### config.mk
export PLATFORM = sky130hd
export DESIGN_NAME = chan_unpacker
export DESIGN_NICKNAME = d
export VERILOG_FILES = /design/src/rtl/chunpack_pkg.sv /design/src/rtl/unpack_acc.sv /design/src/rtl/unpack_seq.sv /design/src/rtl/unpack_bank.sv /design/src/rtl/chan_unpacker.sv
export SDC_FILE = /design/constraint.sdc
export NUM_CORES = 1
export LEC_CHECK = 0
export BUFFER_PORTS_ARGS = -buffer_cell sky130_fd_sc_hd__buf_2
export CAP_MARGIN = 20
export CORE_MARGIN = 2
export CORE_UTILIZATION = 56
export DETAILED_ROUTE_END_ITERATION = 16
export GPL_TIMING_DRIVEN = 0
export HOLD_SLACK_MARGIN = 0.02
export PLACE_DENSITY_LB_ADDON = 0.08
export SLEW_MARGIN = 10
export SYNTH_ARGS = -nofsm -noshare
export SYNTH_HDL_FRONTEND = slang
export SYNTH_SLANG_ARGS = --single-unit
### constraint.sdc
create_clock -name clk -period 3.2 [get_ports clk]
set_input_delay 0.16 -clock clk [delete_from_list [all_inputs] [get_ports clk]]
set_output_delay 0.16 -clock clk [all_outputs]
set_load 0.05 [all_outputs]
### src/rtl/chunpack_pkg.sv
package chunpack_pkg;
    localparam int BYTE_W      = 8;
    localparam int FRAME_BYTES = 25;
    localparam int CH_W        = 11;
    localparam int NUM_PROP    = 16;
    localparam int NUM_DIG     = 2;
    localparam int NUM_CH      = NUM_PROP + NUM_DIG;
    localparam int DATA_BYTE0  = 1;
    localparam int FLAG_BYTE   = 23;
    localparam int LOST_BIT    = 2;
    localparam int FSAFE_BIT   = 3;
    localparam int FRAME_W     = FRAME_BYTES * BYTE_W;
    localparam int ACC_W       = CH_W + BYTE_W - 1;
    localparam int CNT_W       = $clog2(ACC_W + 1);
    localparam int IDX_W       = $clog2(NUM_CH);
    localparam int PTR_W       = $clog2(FRAME_BYTES);

    typedef enum logic [1:0] {PH_IDLE, PH_PROP, PH_DIG, PH_FIN} phase_e;

    typedef struct packed {
        logic             valid;
        logic [IDX_W-1:0] idx;
        logic [CH_W-1:0]  data;
    } chan_beat_t;

    function automatic logic [CH_W-1:0] flag_to_chan(input logic b);
        return b ? {CH_W{1'b1}} : {CH_W{1'b0}};
    endfunction
endpackage

### src/rtl/unpack_acc.sv
module unpack_acc
    import chunpack_pkg::*;
(
    input  logic              clk,
    input  logic              rst,
    input  logic              clear,
    input  logic              merge,
    input  logic              take,
    input  logic [BYTE_W-1:0] byte_in,
    output logic [CH_W-1:0]   field,
    output logic              ready
);
    logic [ACC_W-1:0] acc;
    logic [CNT_W-1:0] cnt;

    always_ff @(posedge clk) begin
        if (rst || clear) begin
            acc <= '0;
            cnt <= '0;
        end else if (merge) begin
            acc <= acc | (ACC_W'(byte_in) << cnt);
            cnt <= cnt + CNT_W'(BYTE_W);
        end else if (take) begin
            acc <= acc >> CH_W;
            cnt <= cnt - CNT_W'(CH_W);
        end
    end

    assign field = acc[CH_W-1:0];
    assign ready = (cnt >= CNT_W'(CH_W));
endmodule

### src/rtl/unpack_seq.sv
module unpack_seq
    import chunpack_pkg::*;
(
    input  logic              clk,
    input  logic              rst,
    input  logic              start,
    input  logic              ready,
    input  logic [CH_W-1:0]   field,
    input  logic [BYTE_W-1:0] flag_byte,
    output logic              capture,
    output logic              merge,
    output logic              take,
    output logic [PTR_W-1:0]  byte_ptr,
    output chan_beat_t        beat,
    output logic              commit,
    output logic              done,
    output logic              busy
);
    phase_e           phase;
    logic [IDX_W-1:0] idx;
    logic [IDX_W-1:0] dsel;
    logic [BYTE_W-1:0] fsh;

    assign capture = start && (phase == PH_IDLE);
    assign merge   = (phase == PH_PROP) && !ready;
    assign take    = (phase == PH_PROP) && ready;
    assign commit  = (phase == PH_FIN);
    assign busy    = (phase != PH_IDLE);
    assign dsel    = idx - IDX_W'(NUM_PROP);
    assign fsh     = flag_byte >> dsel;

    always_ff @(posedge clk) begin
        if (rst) begin
            phase    <= PH_IDLE;
            idx      <= '0;
            byte_ptr <= '0;
            beat     <= '0;
            done     <= 1'b0;
        end else begin
            beat.valid <= 1'b0;
            done       <= 1'b0;
            unique case (phase)
                PH_IDLE: if (start) begin
                    phase    <= PH_PROP;
                    idx      <= '0;
                    byte_ptr <= PTR_W'(DATA_BYTE0);
                end
                PH_PROP: if (ready) begin
                    beat <= '{valid: 1'b1, idx: idx, data: field};
                    idx  <= idx + 1'b1;
                    if (idx == IDX_W'(NUM_PROP - 1)) phase <= PH_DIG;
                end else begin
                    byte_ptr <= byte_ptr + 1'b1;
                end
                PH_DIG: begin
                    beat <= '{valid: 1'b1, idx: idx, data: flag_to_chan(fsh[0])};
                    idx  <= idx + 1'b1;
                    if (idx == IDX_W'(NUM_CH - 1)) phase <= PH_FIN;
                end
                PH_FIN: begin
                    done  <= 1'b1;
                    phase <= PH_IDLE;
                end
                default: phase <= PH_IDLE;
            endcase
        end
    end
endmodule

### src/rtl/unpack_bank.sv
module unpack_bank
    import chunpack_pkg::*;
(
    input  logic                   clk,
    input  logic                   rst,
    input  chan_beat_t             beat,
    input  logic                   commit,
    input  logic                   lost_in,
    input  logic                   fsafe_in,
    output logic [NUM_CH*CH_W-1:0] ch_all,
    output logic                   lost_frame,
    output logic                   failsafe
);
    for (genvar g = 0; g < NUM_CH; g++) begin : g_slot
        logic [CH_W-1:0] shadow;
        logic [CH_W-1:0] nxt;
        logic            hit;

        assign hit = beat.valid && (beat.idx == IDX_W'(g));
        assign nxt = hit ? beat.data : shadow;

        always_ff @(posedge clk) begin
            if (rst) begin
                shadow                   <= '0;
                ch_all[g*CH_W +: CH_W]   <= '0;
            end else begin
                shadow <= nxt;
                if (commit) ch_all[g*CH_W +: CH_W] <= nxt;
            end
        end
    end

    always_ff @(posedge clk) begin
        if (rst) begin
            lost_frame <= 1'b0;
            failsafe   <= 1'b0;
        end else if (commit) begin
            lost_frame <= lost_in;
            failsafe   <= fsafe_in;
        end
    end
endmodule

### src/rtl/chan_unpacker.sv
module chan_unpacker
    import chunpack_pkg::*;
(
    input  logic                   clk,
    input  logic                   rst,
    input  logic                   start,
    input  logic [FRAME_W-1:0]     frame_in,
    output logic                   busy,
    output logic                   ch_valid,
    output logic [IDX_W-1:0]       ch_index,
    output logic [CH_W-1:0]        ch_data,
    output logic                   done,
    output logic [NUM_CH*CH_W-1:0] ch_all,
    output logic                   lost_frame,
    output logic                   failsafe
);
    logic [FRAME_W-1:0] frame_q;
    logic               capture, merge, take, ready, commit;
    logic [PTR_W-1:0]   byte_ptr;
    logic [CH_W-1:0]    field;
    logic [BYTE_W-1:0]  cur_byte;
    logic [BYTE_W-1:0]  flag_byte;
    chan_beat_t         beat;

    always_ff @(posedge clk) begin
        if (rst)          frame_q <= '0;
        else if (capture) frame_q <= frame_in;
    end

    assign cur_byte  = frame_q[BYTE_W*byte_ptr +: BYTE_W];
    assign flag_byte = frame_q[BYTE_W*FLAG_BYTE +: BYTE_W];

    unpack_acc u_acc (
        .clk(clk), .rst(rst), .clear(capture), .merge(merge), .take(take),
        .byte_in(cur_byte), .field(field), .ready(ready)
    );

    unpack_seq u_seq (
        .clk(clk), .rst(rst), .start(start), .ready(ready), .field(field),
        .flag_byte(flag_byte), .capture(capture), .merge(merge), .take(take),
        .byte_ptr(byte_ptr), .beat(beat), .commit(commit), .done(done), .busy(busy)
    );

    unpack_bank u_bank (
        .clk(clk), .rst(rst), .beat(beat), .commit(commit),
        .lost_in(flag_byte[LOST_BIT]), .fsafe_in(flag_byte[FSAFE_BIT]),
        .ch_all(ch_all), .lost_frame(lost_frame), .failsafe(failsafe)
    );

    assign ch_valid = beat.valid;
    assign ch_index = beat.idx;
    assign ch_data  = beat.data;
endmodule

# --- Yosys cells after proc, flatten, opt, wreduce, memory -nomap -nowiden ---
# Cells that the tools add are included.
classes:
  n_addsub: 5
  n_lt_le_gt_ge: 1
  n_eq_ne: 27
  shifts: 3
  muxes: 37
  bitwise: 1
  reduce_logical: 34
op_table:
  columns: ["op", "count"]
  rows:
  - ["$mux W11", 19]
  - ["$shiftx A200 B9 Y8", 1]
  - ["$eq A5 B4 Y1 const B", 9]
  - ["$mux W18", 2]
  - ["$pmux W17 S2", 1]
  - ["$mux W5", 6]
  - ["$logic_and A1 B1 Y1", 21]
  - ["$eq A5 B3 Y1 const B", 4]
  - ["$or A18 B18 Y18", 1]
  - ["$shl A8 B5 Y18", 1]
  - ["$mux W17", 1]
  - ["$eq A5 B5 Y1 const B", 3]
  - ["$pmux W5 S3", 1]
  - ["$add A5 B1 Y5 const B", 2]
  - ["$eq A5 B2 Y1 const B", 2]
  - ["$pmux W5 S2", 1]
  - ["$mux W2", 4]
  - ["$pmux W2 S4", 1]
  - ["$reduce_bool A2 Y1", 4]
  - ["$shr A8 B5 Y1", 1]
  - ["$ne A2 B2 Y1 const B", 3]
  - ["$reduce_and A3 Y1", 2]
  - ["$add A5 B4 Y5 const B", 1]
  - ["$eq A5 B1 Y1 const B", 1]
  - ["14 further kinds", 16]
word_totals:
  reg_bits: 651
  input_bits: 203
  output_inout_bits: 219

# --- Depth between registers and ports, before layout ---
# Gate-level depths: netlist of run 1.
depth:
  ltp_word: 4
  ltp_mapped: 11

# --- Hierarchy ---
# Synthesis of run 1 repeated with hierarchy kept, for this count alone.
hier_totals:
  hier_cells: 2756
  hier_area_um2: 26106.3
by_module_without_submodules:
  columns: ["module", "n_inst", "cells_per_inst", "area_per_inst_um2"]
  rows:
  - ["unpack_bank", 1, 1611, 14463.9]
  - ["chan_unpacker", 1, 808, 8764.7]
  - ["unpack_seq", 1, 167, 1450.1]
  - ["unpack_acc", 1, 170, 1427.6]

# --- Least setup slack after synthesis of run 1 ---
# Ideal clock, no wire load.
synth_timing:
  path_kind: "reg2reg"
  from: "reg u_seq.byte_ptr[0]"
  to: "reg u_acc.acc[7]"
  arrival_time_ns: 2.377
  path_slack_ns: 0.693
  stages_incl_launch_ff: 8
  n_path_buf: 1
  period_less_slack_ns: 2.507
  cell_sequence: "dfxtp_1 buf_2 mux4_2 a211oi_1 nor2_1 mux4_2 a41oi_2 o22ai_1"
synth_between:
  elab_chain_len: 4
synth_rtl:
  columns: ["element", "line_no", "source"]
  rows:
  - ["start, declared", "unpack_seq.sv:13", "output logic [PTR_W-1:0] byte_ptr,"]
  - ["start signal, assigned", "unpack_seq.sv:46", "byte_ptr <= PTR_W'(DATA_BYTE0);"]
  - ["start signal, assigned", "unpack_seq.sv:53", "byte_ptr <= byte_ptr + 1'b1;"]
  - ["$shiftx A200 B9 Y8", "chan_unpacker.sv:30", "assign cur_byte = frame_q[BYTE_W*byte_ptr +: BYTE_W];"]
  - ["$shl A8 B5 Y18", "unpack_acc.sv:21", "acc <= acc | (ACC_W'(byte_in) << cnt);"]
  - ["$or A18 B18 Y18", "unpack_acc.sv:21", null]
  - ["$mux W18", "unpack_acc.sv:20", "end else if (merge) begin"]
  - ["end signal, assigned", "unpack_acc.sv:21", null]
  - ["end signal, assigned", "unpack_acc.sv:24", "acc <= acc >> CH_W;"]
  - ["end, declared", "unpack_acc.sv:13", "logic [ACC_W-1:0] acc;"]
# Every way passes these cells.
# A chain may end at the register's enable or synchronous reset.

# --- Final worst setup path of run 1 ---
# Same ends and word-level chain as after synthesis.

==> results of run 1 <==
[power groups by stage]
stage,registers (µW),clock network (µW),logic (µW)
2_1_floorplan,11000,0,3300
3_3_place_gp,9720,0,6880
3_5_place_dp,9760,0,6980
4_1_cts,9590,8030,7200
5_1_grt,9690,8410,7800
6_report,9630,8020,7420
[metrics by stage]
step                total power [µW]  setup WS, ns  setup TNS [ns]  std cells
finish                         25100        0.0381               0       4074
global route                   25900        0.0153               0       4072
CTS                            24800        0.0624               0       4069
detailed placement             16700       -0.0844          -0.180       3753
global placement               16600       -0.0548         -0.0548       3753
floorplan                      14300         0.693               0       2741
[synth_stat cells (all sizes together) (2+ instances only)]
master and instances:
dfxtp 651, nand2 461, nor2 449, a21oi 229
mux2i 219, a211oi 216, clkbuf 209, mux4 39
buf 32, nand3 23, mux2 16, nor2b 16
o21ai 16, inv 15, ha 12, nor3 12
and2 11, o22ai 9, a221oi 8, a22oi 8
nand4 8, nor3b 8, nand2b 5, a21o 4
a31oi 4, a32oi 4, and3 4, o21a 4
a221o 3, o21bai 3, or3b 3, xor2 3
a222oi 2, a32o 2, nor4b 2, o221ai 2
o22a 2, o31a 2, o31ai 2, o32a 2
or3 2, or4b 2
[worst max-delay path by stage]
stage / to
after global routing: u_acc.acc[7]
after global placement: u_acc.acc[14]
after CTS: u_acc.acc[7]
final: u_acc.acc[7]
after floorplan: u_acc.acc[7]
after detailed placement: u_acc.acc[14]
[state kept, by name, summed over array words and instances, names as in the netlist]
signal	count
frame_q	200
u_bank.ch_all	198
u_bank.g_slot.shadow	198
u_acc.acc	18
u_seq.beat	17
u_acc.cnt	5
u_seq.byte_ptr	5
u_seq.idx	5
u_seq.phase	2
u_bank.failsafe	1
u_bank.lost_frame	1
u_seq.done	1
[repair_timing]
item	CTS	global route
setup buffers	1	0
hold endpoints to repair	201	0
setup endpoints to repair	4	26
pin swaps	1	0
resized for setup	1	9
hold buffers	201	0
[area by class of cell]
| type | count | area [µm²] |
|---|---|---|
| clock buffer | 95 | 1950 |
| sequential | 651 | 13000 |
| multi-input combinational | 1833 | 11000 |
| antenna | 5 | 12.5 |
| buffer | 241 | 997 |
| fill | 3276 | 12000 |
| inverter | 16 | 60.1 |
| tap | 592 | 741 |
| clock inverter | 19 | 278 |
| timing repair buffer | 622 | 4120 |
[routing by layer]
layer | share of wire [%] | vias up
met5 | 0 | -
met3 | 7.8 | 322
met1 | 38 | 11300
met4 | 6.5 | 0
li1 | - | 10800
met2 | 47 | 1325
[worst register-to-register path, cell delays in order (launching register included)]
cell                      delay [ns]
sky130_fd_sc_hd__dfxtp_1        0.57
sky130_fd_sc_hd__buf_4          0.37
sky130_fd_sc_hd__mux4_2         0.57
sky130_fd_sc_hd__o22ai_1        0.48
sky130_fd_sc_hd__nor2b_1        0.16
sky130_fd_sc_hd__mux4_2         0.56
sky130_fd_sc_hd__a41oi_2        0.21
sky130_fd_sc_hd__o22ai_1        0.09
[kinds of logic (layout without fill, tap and decap cells)]
| group | after synthesis | in the layout | synth area share [%] |
|---|---|---|---|
| simple gates | 1011 | 1011 | 16.3 |
| flops | 651 | 651 | 52.0 |
| compound gates | 532 | 532 | 13.8 |
| mux | 274 | 274 | 13.0 |
| buf+inv | 257 | 993 | 4.16 |
| fa+ha+maj | 12 | 12 | 0.599 |
| xor+xnor | 4 | 4 | 0.140 |
| other cells | 0 | 5 | 0 |
==> metrics.log, run 1 <==
[metrics] CTS tree: built
[metrics] area post-placement: 27900 µm²
[metrics] TritonCTS buffer count: 67
[metrics] Top Ports: 422
[metrics] most common flop cell mapped by yosys: sky130_fd_sc_hd__dfxtp_1
[metrics] headroom to the max-slew limit: 30.0%
[metrics] length of the first detailed-routing pass in iterations: 9
[metrics] Avg Inst Size Synth: approximately 9.1 µm²
[metrics] endpoints failing hold: 0
[metrics] estimated wirelength of the detail-placed design: 59500 µm
[metrics] Worst Hold End: u_acc.acc[1]
[metrics] buffers added on ports: 420
[metrics] Total Die Area: 46400 µm²
[metrics] average via count per standard cell: about 5.8
[metrics] nets in the synthesized netlist: 2956
[metrics] buffer depth of the longest clock path: 3
[metrics] clock net sink count: around 650
[metrics] Root Buffer Master: sky130_fd_sc_hd__clkbuf_16
[metrics] met1 Resource Use GR: 44.6%
[metrics] cell taking the most area after synthesis: sky130_fd_sc_hd__dfxtp_1
[metrics] beginning of the worst register-to-register path: u_seq.byte_ptr[0]
[metrics] Tightest Hold Check Type: input pin to flip-flop
[metrics] crit-path cells: buf_4 -> mux4_2 -> o22ai_1 -> nor2b_1 -> mux4_2 -> a41oi_2 -> o22ai_1
[metrics] clock transition at the registers of the reported paths: 0.06 ns
[metrics] Crit-path slowest cell: sky130_fd_sc_hd__dfxtp_1
[metrics] sequential cell fraction of total power: 38.4%
[metrics] launching instance or port of the critical path: u_seq.byte_ptr[0]
[metrics] outcome: completed
[metrics] biggest area contributors in the synthesized netlist: sky130_fd_sc_hd__dfxtp_1, sky130_fd_sc_hd__mux2i_1, sky130_fd_sc_hd__nand2_1
[metrics] Synthesis Warnings: 0
[metrics] Post-route DRC: 0
[metrics] CP Data Required Time: 3.65 ns
[metrics] highest-utilization routing layer at the global route stage: met2
[metrics] synthesized cell area: around 25000 µm²
[metrics] M3 GR Usage: 6.40%
[metrics] global-route usage over all layers: 37.3%
[metrics] worst-skew pair later-pin latency: 0.60 ns
[metrics] most common library cell in the layout ignoring fill and taps: sky130_fd_sc_hd__dfxtp_1
[metrics] mean routed wirelength per cell: ~22 µm
[metrics] flop2flop setup slack: ~0.038 ns
[metrics] met2 demand-to-capacity share in global routing: 62.8%
[metrics] count of H-tree levels built during CTS: 3
[metrics] Worst Setup End Kind: flip-flop
[metrics] number of enable-type register cells in the synthesized netlist: 0
[metrics] clock group share of total power: 32.0%
[metrics] cell family contributing the most delay on the critical path: multiplexers
[metrics] Final Slew Violations: 0
[metrics] static leakage power: 0.0133 µW
[metrics] maximum fanout along the worst path: 10
[metrics] share of the clock period used by the worst path after layout: approximately 99%
[metrics] count of endpoints failing setup in the final report: 0
[metrics] share of async-settable or async-resettable flops after synthesis: 0%
[metrics] chip width: 216 µm
[metrics] routability congestion estimate from global placement: approximately 0.94
[metrics] placement row count: between 70 and 80
[metrics] number of antenna-violating nets in the routed design: 0
[metrics] Critical Path Start Type: flip-flop
[metrics] number of stages on the worst setup path: 7
[metrics] Max Freq: 316 MHz
[metrics] number of vias in the routed layout: roughly 24000
[metrics] fraction of post-synthesis cell area in the top cell type by area: 52.0%
[metrics] most frequent cells in the layout: sky130_fd_sc_hd__dfxtp_1, sky130_fd_sc_hd__nand2_1, sky130_fd_sc_hd__nor2_1, sky130_fd_sc_hd__buf_2, sky130_fd_sc_hd__a21oi_1
[metrics] Arr. time, crit path: 3.61 ns
[metrics] Hold Slack: 0.244 ns
[metrics] time the final worst path needs with I/O delays and setup: 3.16 ns
[metrics] share of synthesized area occupied by flip-flops and latches: 52.0%
[metrics] cell-internal power: 15900 µW
[metrics] Design Area, Final: approximately 32000 µm²
[metrics] vias in the first global route: about 23000
[metrics] layout cell share with drive strength beyond 1: 17.7%
[metrics] drt total wl: 89000 µm
[metrics] total congestion overflow after global routing: 0
[metrics] signed area change from the synthesized netlist to the final layout: 28.5%
[metrics] Sw Pwr: 9220 µW
[metrics] fin util: between 70% and 80%
[metrics] vertical die dimension: about 220 µm
[metrics] final clock skew: 0.0216 ns
[metrics] gate count of the mapped netlist: 2741
[metrics] combinational cell fraction of total power: 29.6%
[metrics] first-pass GRT wire length: between 100000 and 150000 µm
[metrics] Critical path buffers and inverters: 1
[metrics] Hold Crit Depth: 4
[metrics] power density over the cells: 779 nW/µm²
[metrics] WS Path Type: flip-flop to flip-flop
[metrics] length in cells of the worst reg-to-reg path: 7
[metrics] max capacitance violation total: 0
[metrics] final-stage net count: 3647
[metrics] Placeable Area: 44200 µm²
[metrics] post-synthesis sequential element count: 651
[metrics] switching power share of the total: 36.8%
[metrics] RSZ-0062 raised after global routing: false
[metrics] maximum number of pins on one net before global-route repair: 15
[metrics] number of antenna violations at the first check in global routing: 4
[metrics] actual slew at the worst max-slew pin: between 1 and 1.5 ns
[metrics] iteration-0 DRC count of the detailed router: 1954
[metrics] peak per-stage delay on the critical path: between 0.5 and 0.6 ns
[metrics] initial core utilization: 56.7%
[metrics] start point of the worst hold path: rst
[metrics] number of unique standard cell types used by synthesis: 78
[metrics] Max VDD drop: just over 0.5 mV
[metrics] r2r endpoint: u_acc.acc[7]
No activity file was read; power rests on OpenSTA's default activity.
==> run 2, diff against run 1 <==
--- a/config.mk
+++ b/config.mk
@@ -13,6 +13,7 @@
 export GPL_TIMING_DRIVEN = 0
 export HOLD_SLACK_MARGIN = 0.02
 export PLACE_DENSITY_LB_ADDON = 0.08
+export REMOVE_ABC_BUFFERS = 1
 export SLEW_MARGIN = 10
 export SYNTH_ARGS = -nofsm -noshare
 export SYNTH_HDL_FRONTEND = slang
==> run 2 against run 1 <==
Maximum frequency grew 3.1%. Flip-flop and latch count is the same. Sequential share of layout area grew 0.54 points. Sequential power grew 4%. Routed wire length shrank 20%. Non-clock buffer count shrank 214. Final area shrank 1.2%. Critical path type unchanged. Utilization shrank 0.90 points. Via count shrank 9.1%.
==> metrics.log, run 2 (same netlist as run 1, synthesis figures left out) <==
[metrics] outcome: completed
[metrics] Total Die Area: 46400 µm²
[metrics] RSZ-0062 raised after global routing: false
[metrics] Critical Path Start Type: flip-flop
[metrics] Max VDD drop: roughly 0.48 mV
[metrics] number of vias in the routed layout: about 22000
[metrics] TritonCTS buffer count: between 60 and 70
[metrics] total congestion overflow after global routing: 0
[metrics] Post-route DRC: 0
[metrics] actual slew at the worst max-slew pin: roughly 1.1 ns
[metrics] iteration-0 DRC count of the detailed router: 1709
[metrics] time the final worst path needs with I/O delays and setup: 3.07 ns
[metrics] share of the clock period used by the worst path after layout: about 96%
[metrics] number of antenna violations at the first check in global routing: 2
[metrics] power density over the cells: 760 nW/µm²
[metrics] buffer depth of the longest clock path: 3
[metrics] fin util: 71.9%
[metrics] switching power share of the total: between 30% and 40%
[metrics] mean routed wirelength per cell: around 18 µm
[metrics] Worst Hold End: u_seq.byte_ptr[1]
[metrics] sequential cell fraction of total power: 41.5%
[metrics] initial core utilization: 56.7%
[metrics] Tightest Hold Check Type: input pin to flip-flop
[metrics] Root Buffer Master: sky130_fd_sc_hd__clkbuf_16
[metrics] beginning of the worst register-to-register path: u_acc.cnt[3]
[metrics] start point of the worst hold path: start
[metrics] count of H-tree levels built during CTS: 3
[metrics] final-stage net count: around 3400
[metrics] Sw Pwr: 8540 µW
[metrics] flop2flop setup slack: 0.13 ns
[metrics] placement row count: 77
[metrics] highest-utilization routing layer at the global route stage: met2
[metrics] final clock skew: 0.0185 ns
[metrics] static leakage power: 0.0132 µW
[metrics] headroom to the max-slew limit: 24.1%
[metrics] Placeable Area: roughly 44000 µm²
[metrics] WS Path Type: flip-flop to flip-flop
[metrics] Final Slew Violations: 0
[metrics] vertical die dimension: 216 µm
[metrics] combinational cell fraction of total power: 26.9%
[metrics] vias in the first global route: 20800
[metrics] buffers added on ports: 421
[metrics] CP Data Required Time: 3.67 ns
[metrics] number of antenna-violating nets in the routed design: 0
[metrics] drt total wl: 71000 µm
[metrics] maximum fanout along the worst path: 17
[metrics] clock group share of total power: 31.6%
[metrics] Top Ports: 422
[metrics] average via count per standard cell: 5.58
[metrics] CTS tree: built
[metrics] max capacitance violation total: 0
[metrics] count of endpoints failing setup in the final report: 0
[metrics] clock net sink count: 651
[metrics] most frequent cells in the layout: sky130_fd_sc_hd__dfxtp_1, sky130_fd_sc_hd__nand2_1, sky130_fd_sc_hd__nor2_1, sky130_fd_sc_hd__buf_2, sky130_fd_sc_hd__a21oi_1
[metrics] layout cell share with drive strength beyond 1: 19.3%
[metrics] first-pass GRT wire length: 111000 µm
[metrics] flip-flop count of the largest register after layout: 200
[metrics] global-route usage over all layers: approximately 30%
[metrics] maximum number of pins on one net before global-route repair: 135
[metrics] met1 Resource Use GR: between 30% and 40%
[metrics] routability congestion estimate from global placement: 0.858
[metrics] Regs by FF count: frame_q x200, u_bank.ch_all x198, u_bank.g_slot.shadow x198
[metrics] worst-skew pair later-pin latency: 0.59 ns
[metrics] length of the first detailed-routing pass in iterations: 5
[metrics] worst path setup slack after routing: roughly 0.13 ns
[metrics] endpoints failing hold: 0
[metrics] signed area change from the synthesized netlist to the final layout: 26.9%
[metrics] chip width: 216 µm
[metrics] met2 demand-to-capacity share in global routing: between 40% and 50%
[metrics] Setup WS pre-CTS: -0.389 ns
[metrics] r2r endpoint: u_acc.acc[5]
[metrics] clock transition at the registers of the reported paths: approximately 0.06 ns
[metrics] Hold Crit Depth: 5
[metrics] Arr. time, crit path: 3.54 ns
[metrics] Max Freq: around 330 MHz
[metrics] register name with the most flops: frame_q
[metrics] M3 GR Usage: a little over 5%
[metrics] cell-internal power: 15600 µW
[metrics] estimated wirelength of the detail-placed design: 42600 µm
[metrics] length in cells of the worst reg-to-reg path: 7
[metrics] most common library cell in the layout ignoring fill and taps: sky130_fd_sc_hd__dfxtp_1
[metrics] Worst Setup End Kind: flip-flop
-- run 2: changes by cell type in the layout (fill, tap and decap cells not counted), moves of 6 or more --
cell / previous run / this run
sky130_fd_sc_hd__bufinv_16: 7 / 1
sky130_fd_sc_hd__clkbuf_1: 221 / 24
sky130_fd_sc_hd__buf_8: 2 / 8
sky130_fd_sc_hd__buf_4: 8 / 2
sky130_fd_sc_hd__buf_2: 427 / 420
sky130_fd_sc_hd__buf_16: 0 / 16
sky130_fd_sc_hd__buf_1: 10 / 0
-- run 2: timing repair --
action / 4_1_cts / 5_1_grt
setup buffers: 0 / 2
hold endpoints to repair: 200 / 0
gates resized for setup: 4 / 2
hold buffers: 200 / 0
endpoints found under the setup margin: 9 / 22
-- run 2: critical path, cell delays in order, from the launching register on --
cell and delay, ns:
sky130_fd_sc_hd__dfxtp_1 0.67, sky130_fd_sc_hd__nor2b_1 0.54, sky130_fd_sc_hd__a221o_1 0.58, sky130_fd_sc_hd__and2_2 0.51, sky130_fd_sc_hd__mux2i_1 0.31, sky130_fd_sc_hd__o21ai_0 0.12, sky130_fd_sc_hd__a21oi_1 0.16, sky130_fd_sc_hd__a211oi_1 0.07
-- run 2: worst max path at each step --
stage	start	endpoint	depth (start not counted)
2_1_floorplan	u_seq.phase[0]	u_bank.failsafe	3
3_3_place_gp	u_seq.phase[0]	u_bank.lost_frame	3
3_5_place_dp	u_seq.phase[0]	u_acc.acc[16]	10
4_1_cts	u_seq.byte_ptr[0]	u_acc.acc[7]	7
5_1_grt	u_seq.phase[0]	u_acc.acc[16]	10
6_report	u_acc.cnt[3]	u_acc.acc[5]	7
-- run 2: cell type report --
| type | instances | area (µm²) |
|---|---|---|
| Multi-Input combinational cell | 1833 | 11000 |
| Antenna cell | 3 | 7.51 |
| Timing Repair Buffer | 649 | 4740 |
| Fill cell | 3231 | 12400 |
| Tap cell | 592 | 741 |
| Clock buffer | 106 | 2020 |
| Sequential cell | 651 | 13000 |
| Inverter | 16 | 60.1 |
| Clock inverter | 17 | 138 |
-- run 2: metrics by stage --
stage / hold WS [ns] / setup TNS, ns / power, µW / std cells / cell area, µm²
floorplan: 0.229 / -1204.04 / 14200 / 2500 / 24100
global placement: 0.401 / -3727.75 / 15900 / 3513 / 26900
detailed placement: 0.405 / -2.33 / 16200 / 3536 / 27500
CTS: 0.0509 / 0 / 24000 / 3859 / 31700
global route: 0.111 / 0 / 25200 / 3866 / 31800
finish: 0.0791 / 0 / 24200 / 3867 / 31800
-- run 2: power by group through the flow --
stage | clock [µW] | combinational [µW] | sequential (µW)
after floorplan | 0 | 2940 | 11300
after global placement | 0 | 5620 | 10300
after detailed placement | 0 | 5900 | 10300
after CTS | 7740 | 6120 | 10100
after global routing | 8080 | 6940 | 10100
final | 7640 | 6490 | 10000
-- run 2: routing by layer --
metal  share of wire (%)  vias to the layer above
li1                    -                    10400
met1                  43                    10300
met2                  48                      796
met3                 6.3                      141
met4                 2.5                        0
met5                   0                        -
